[config.mk]
export PLATFORM = sky130hd
export DESIGN_NAME = gpio_cfg_port
export DESIGN_NICKNAME = d
export VERILOG_FILES = /design/src/rtl/gpio_cfg_port.sv
export SDC_FILE = /design/constraint.sdc
export NUM_CORES = 1
export LEC_CHECK = 0
export CORE_AREA = 2 2 72 74
export DETAILED_ROUTE_END_ITERATION = 16
export DIE_AREA = 0 0 74 76
export DONT_BUFFER_PORTS = 1
export PLACE_DENSITY = 0.49
export RECOVER_POWER = 50
export SYNTH_ARGS = -nofsm -noshare
export SYNTH_HDL_FRONTEND = slang
export SYNTH_SLANG_ARGS = --single-unit
export TNS_END_PERCENT = 10
[constraint.sdc]
create_clock -name clk -period 2.2 [get_ports clk]
set_clock_uncertainty 0.2 [all_clocks]
set_input_delay 0.44 -clock clk [delete_from_list [all_inputs] [get_ports clk]]
set_output_delay 0.44 -clock clk [all_outputs]
set_load 0.02 [all_outputs]
[src/rtl/gpio_cfg_port.sv]
module gpio_cfg_port #(
  parameter int WIDTH   = 8,
  parameter bit SPECIAL = 1'b1
) (
  input  logic             clk,
  input  logic             rst_n,
  input  logic             bus_sel,
  input  logic             bus_wr,
  input  logic [1:0]       bus_addr,
  input  logic [WIDTH-1:0] bus_wdata,
  output logic [WIDTH-1:0] bus_rdata,
  input  logic [WIDTH-1:0] pin_in,
  input  logic             wdog_en,
  input  logic             wdog_out,
  input  logic             xtal_sel,
  output logic [WIDTH-1:0] pad_oe,
  output logic [WIDTH-1:0] pad_out,
  output logic [WIDTH-1:0] pad_pu,
  output logic             halt_req,
  output logic             idle_req,
  output logic             alt_sk_phase,
  output logic             clk_delay_en,
  output logic             wake_pulse
);
  localparam logic [1:0] A_CFG = 2'd0;
  localparam logic [1:0] A_DAT = 2'd1;
  localparam logic [1:0] A_PIN = 2'd2;
  localparam int TOP = WIDTH - 1;
  localparam int NXT = WIDTH - 2;
  localparam int WD_PIN = 1;
  localparam logic [WIDTH-1:0] CTRL_MASK = {2'b11, {(WIDTH-2){1'b0}}};
  localparam logic [WIDTH-1:0] DAT_KEEP = SPECIAL ? ~CTRL_MASK : '1;

  logic [WIDTH-1:0] cfg_q, dat_q, sync1_q, sync2_q;
  logic wake_prev_q, halt_q, idle_q;

  wire wr_cfg = bus_sel & bus_wr & (bus_addr == A_CFG);
  wire wr_dat = bus_sel & bus_wr & (bus_addr == A_DAT);

  always_ff @(posedge clk or negedge rst_n) begin
    if (!rst_n) begin
      cfg_q       <= '0;
      dat_q       <= '0;
      sync1_q     <= '0;
      sync2_q     <= '0;
      wake_prev_q <= 1'b0;
      halt_q      <= 1'b0;
      idle_q      <= 1'b0;
    end else begin
      if (wr_cfg) cfg_q <= bus_wdata;
      if (wr_dat) dat_q <= bus_wdata & DAT_KEEP;
      sync1_q     <= pin_in;
      sync2_q     <= sync1_q;
      wake_prev_q <= sync2_q[TOP];
      halt_q      <= SPECIAL & wr_dat & bus_wdata[TOP];
      idle_q      <= SPECIAL & wr_dat & bus_wdata[NXT];
    end
  end

  always_comb begin
    case (bus_addr)
      A_CFG:   bus_rdata = cfg_q;
      A_DAT:   bus_rdata = dat_q;
      A_PIN:   bus_rdata = sync2_q;
      default: bus_rdata = '0;
    endcase
  end

  wire [WIDTH-1:0] oe_n  = cfg_q;
  wire [WIDTH-1:0] out_n = cfg_q & dat_q;
  wire [WIDTH-1:0] pu_n  = ~cfg_q & dat_q;

  assign halt_req = halt_q;
  assign idle_req = idle_q;

  generate
    if (SPECIAL) begin : g_ctrl
      always_comb begin
        pad_oe  = oe_n  & ~CTRL_MASK;
        pad_out = out_n & ~CTRL_MASK;
        pad_pu  = pu_n  & ~CTRL_MASK;
        if (wdog_en) begin
          pad_oe[WD_PIN]  = ~wdog_out;
          pad_out[WD_PIN] = 1'b0;
          pad_pu[WD_PIN]  = 1'b1;
        end
      end
      assign alt_sk_phase = cfg_q[NXT];
      assign clk_delay_en = cfg_q[TOP];
      assign wake_pulse   = sync2_q[TOP] & ~wake_prev_q & ~xtal_sel;
    end else begin : g_plain
      assign pad_oe       = oe_n;
      assign pad_out      = out_n;
      assign pad_pu       = pu_n;
      assign alt_sk_phase = 1'b0;
      assign clk_delay_en = 1'b0;
      assign wake_pulse   = 1'b0;
    end
  endgenerate
endmodule


Yosys cells after proc, flatten, opt, wreduce, memory -nomap -nowiden
Cells that the tools add are included. Widths: inputs -> output; s select.

Word-level logic and storage cells: 27. Bits in latches: 0. Memories kept: 0. Bits in read-only memories: 0. Bits in registers: 33. RAM bits: 0. Input port bits: 25. Output and inout bits: 37.

$lt $le $gt $ge: 0. Mux-type cells: 4. $add $sub $neg: 0. Shift operators: 0. Equality and inequality tests: 2. Multiply operators: 0. Div/mod/pow operators: 0. Bitwise operators: 13. Reductions and logical operators: 1.

Operators with widths (number): $pmux 8 s3 (1); $and 6x6->6 (2); $and 1x1->1 (7); $not 6->6 (1); $mux 1 (3); $not 1->1 (3); $eq 2x1->1 const B (1); $eq 2x2->1 const B (1); $logic_not 2->1 (1).

Logic depth before layout (Yosys ltp)
Word-level depth: 3. Gate-level depth with buffers: 3. Depth with buffers taken out: 2.

Worst setup path after synthesis
OpenSTA, ideal clock, no wires.

Path type: input -> output. Start: in bus_addr[0]. End: out bus_rdata[0]. Data arrival time: 1.154 ns. Slack: 0.406 ns. Cell stages on the path: 3. Path buffers: 1. Cells stage by stage: buf_4 -> nor2b_1 -> o2bb2ai_1.

Word-level cells in the longest chain between the ends: 2. Elaborated cells on any way between the ends: 4. Those cells by class: eq/ne: 2; mux: 1; reduce/logical: 1.

Ends and longest elaborated chain: start: declaration (line 9) `input logic [1:0] bus_addr,`; $eq 2x2->1, or another cell as far along (line 61) `case (bus_addr)`; $pmux 8 s3 * (line 61); end: declaration (line 11) `output logic [WIDTH-1:0] bus_rdata,`.

Every way passes the cells marked *; elsewhere a longest branch is shown, timed or not.

Worst setup path in the final report
Start: reg cfg_q[0]. End: out bus_rdata[0].

Word-level cells in the longest chain between the ends: 1.

Ends and longest elaborated chain: start: declaration (line 34) `logic [WIDTH-1:0] cfg_q, dat_q, sync1_q, sync2_q;`; start signal: assignment (line 50) `if (wr_cfg) cfg_q <= bus_wdata;`; $pmux 8 s3 (line 61).

No other way between the ends.

==> impl_metrics.csv <==
group,metric,value,unit
status,status,"finished, final reports clean",
sta,worst_pin_slew,0.802,ns
drt,drtIter0Drc,19,
drt,drt_first_pass_iters,2,
synth,synthTopCellsByCount,"dfrtp_1 (33), buf_4 (12), mux2_2 (11), mux2i_1 (8)",
clock_network,cts_resized,0,
worst_setup_path,path_cells,"mux2i_1 -> o2bb2ai_1",
clock_network,cts_inserted_buffers,5,
place,place.gp.congestion,0.724,
clock_network,cts_root_buffer,"clkbuf_8",
worst_setup_path,required,1.56,ns
sta,setup_viol,0,
sta,max_freq,0.485,GHz
die,core-area,0.00491,mm²
synth,ys.flop_type,"dfrtp_1",
place,placed_area,0.00144,mm²
drt,drc_errors,0,
die,initial_core_util,0.286,
synth,synth-seq-cells,33,
sta,finalHoldViolCount,0,
finish,syn2layout_area_growth,14.1,%
synth,yosysTopAreaCell,"dfrtp_1",
sta,slew_headroom,0.465,
synth,postSynthAreaPerCell,13.8,µm²
die,num_rows,26,
worst_setup_path,crit_path_end_kind,"output pin",
sta,finalCriticalPeriod,2.06,ns
sta,rsz0062_at_grt,"false",
finish,nFillCells,497,
drt,vias,785,
worst_setup_path,cp_slowest_cell,"dfrtp_1",
grt,grt_antenna_before_repair,0,
synth,synthCells,102,
drt,avgRoutedWirePerCell,15.2,µm
die,chipHeight,76,µm
finish,final_util,0.327,
drt,ant_nets,0,
sta,post-route-period-util,0.938,
synth,synthArstFlopShare,1.00,
sta,finalSetupTns,0,ns
pwr,power_density,942,mW/mm²
pwr,power.total,1.51,mW
die,ios,62,
pwr,peakVddDrop,0.446,mV
place,io_buffers,0,
drt,wl,2.80,mm
synth,ys_seq_area_frac,0.587,
grt,grt_pass1_vias,872,
drt,vias_per_cell,4.24,
synth,yosys.cell_count.top_type,"dfrtp_1",
worst_setup_path,path_class,"flip-flop to output pin",
finish,design_area,0.00160,mm²
finish,regArea,826,µm²
clock_network,cts.path.max_buffers,2,
grt,gr-usage-all-layers,0.111,
finish,multiInputGateArea,460,µm²
grt,grt_max_degree,34,
die,design.die.area,0.00562,mm²
finish,fin_nets,140,
sta,slew_viol_final,0,
run,cap_violations,0,
synth,ys_types,18,
grt,grt_pass1_wl,4.63,mm
die,die_w,74,µm
clock_network,clock_latency,0.28,ns
clock_network,path_clk_slew,0.06,ns
min_path,hold_path.class,"input port to flip-flop",
clock_network,cts_hold_buf,10,
pwr,leakage,0.722,nW
clock_network,cts_tree,"yes",
finish,num_antenna_cells,0,
synth,synth_edf_count,0,
clock_network,post_cts_buffers,0,
synth,synthesis.area,0.00141,mm²
worst_setup_path,worst-path-max-fanout,5,
clock_network,htree_levels,2,
clock_network,cts_sinks,33,
synth,synthTopCellsByArea,"dfrtp_1 (59%), mux2_2 (8.8%), buf_4 (6.4%), mux2i_1 (5.7%), o2bb2ai_1 (3.7%)",
synth,yosys_warnings,0,
place,dp_hpwl,1.99,mm
worst_setup_path,slowest_delay,0.53,ns
grt,grt_overflow_total,0,
worst_setup_path,cp-start-kind,"flip-flop",
synth,synth_top_area_share,0.587,
worst_setup_path,critPathArrivalTime,1.42,ns
finish,drive_gt1_frac,0.226,
-- critical path: cells and delay by family (launching register included) --
family,cells,cell delay (ns)
mux,1,0.13
compound gates,1,0.49
flops,1,0.53
-- placed cells by master (no fill, tap or decap) --
cell	count
dfrtp_1	33
mux2_2	11
dlygate4sd3_1	9
mux2i_1	8
nor2b_1	6
o2bb2ai_1	6
nor2_1	6
conb_1	6
clkbuf_8	6
and2_1	5
buf_4	5
inv_1	3
mux2_4	3
nand4b_1	1
nor3b_1	1
a21o_1	1
nand2_1	1
a21oi_1	1
and4bb_1	1
clkbuf_1	1
clkbuf_2	1
-- layout make-up --
cell class,instances,area share
tap,70,0.0546
timing repair buffer,15,0.0827
multi-input combinational,57,0.287
inverter,3,0.00702
clock buffer,7,0.0538
sequential,33,0.515
-- state kept, by name, summed over array words and instances (netlist names) --
signal       cells
cfg_q            8
dat_q            6
idle_req         1
sync1_q          8
sync2_q          8
halt_req         1
wake_prev_q      1
-- worst paths after layout --
path | from | to | slack [ns] | depth (start not counted)
hold / removal | bus_wdata[6] | idle_req | 0.06 | 2
min in group asynchronous | rst_n | idle_req | 0.58 | 2
setup / recovery | cfg_q[0] | bus_rdata[0] | 0.14 | 2
setup reg to reg | cfg_q[0] | cfg_q[0] | 1.08 | 1
hold reg to reg | sync1_q[5] | sync2_q[5] | 0.14 | 0
max in group asynchronous | rst_n | dat_q[2] | 0.72 | 2
-- through the flow --
step                worst slack [ns]  cells  hold slack [ns]
floorplan                      0.406    107          -0.0556
global placement               0.414    168          -0.0545
detailed placement             0.443    168          -0.0547
CTS                            0.118    185           0.0449
global route                  0.0761    185           0.0456
finish                         0.137    185           0.0559
-- per-layer routing --
layer / global-route usage / vias up / wire length [µm]
met2: 0.175 / 42 / 1350
met3: 0.0437 / 7 / 210
li1: - / 351 / -
met1: 0.135 / 385 / 1180
met4: 0.0436 / 0 / 55
met5: 0 / - / 0
-- cell families after synthesis --
group,after synthesis,synth area share
compound gates,8,0.0463
flops,33,0.587
mux,22,0.177
buf+inv,17,0.0881
simple gates,21,0.0988
other cells,1,0.00267
-- where the power goes --
group          total, mW  internal [mW]  switching [mW]
registers          0.787          0.680           0.107
clock network      0.451          0.248           0.203
logic              0.272          0.110           0.163
total               1.51           1.04           0.473
No activity file was read; power rests on OpenSTA's default activity.
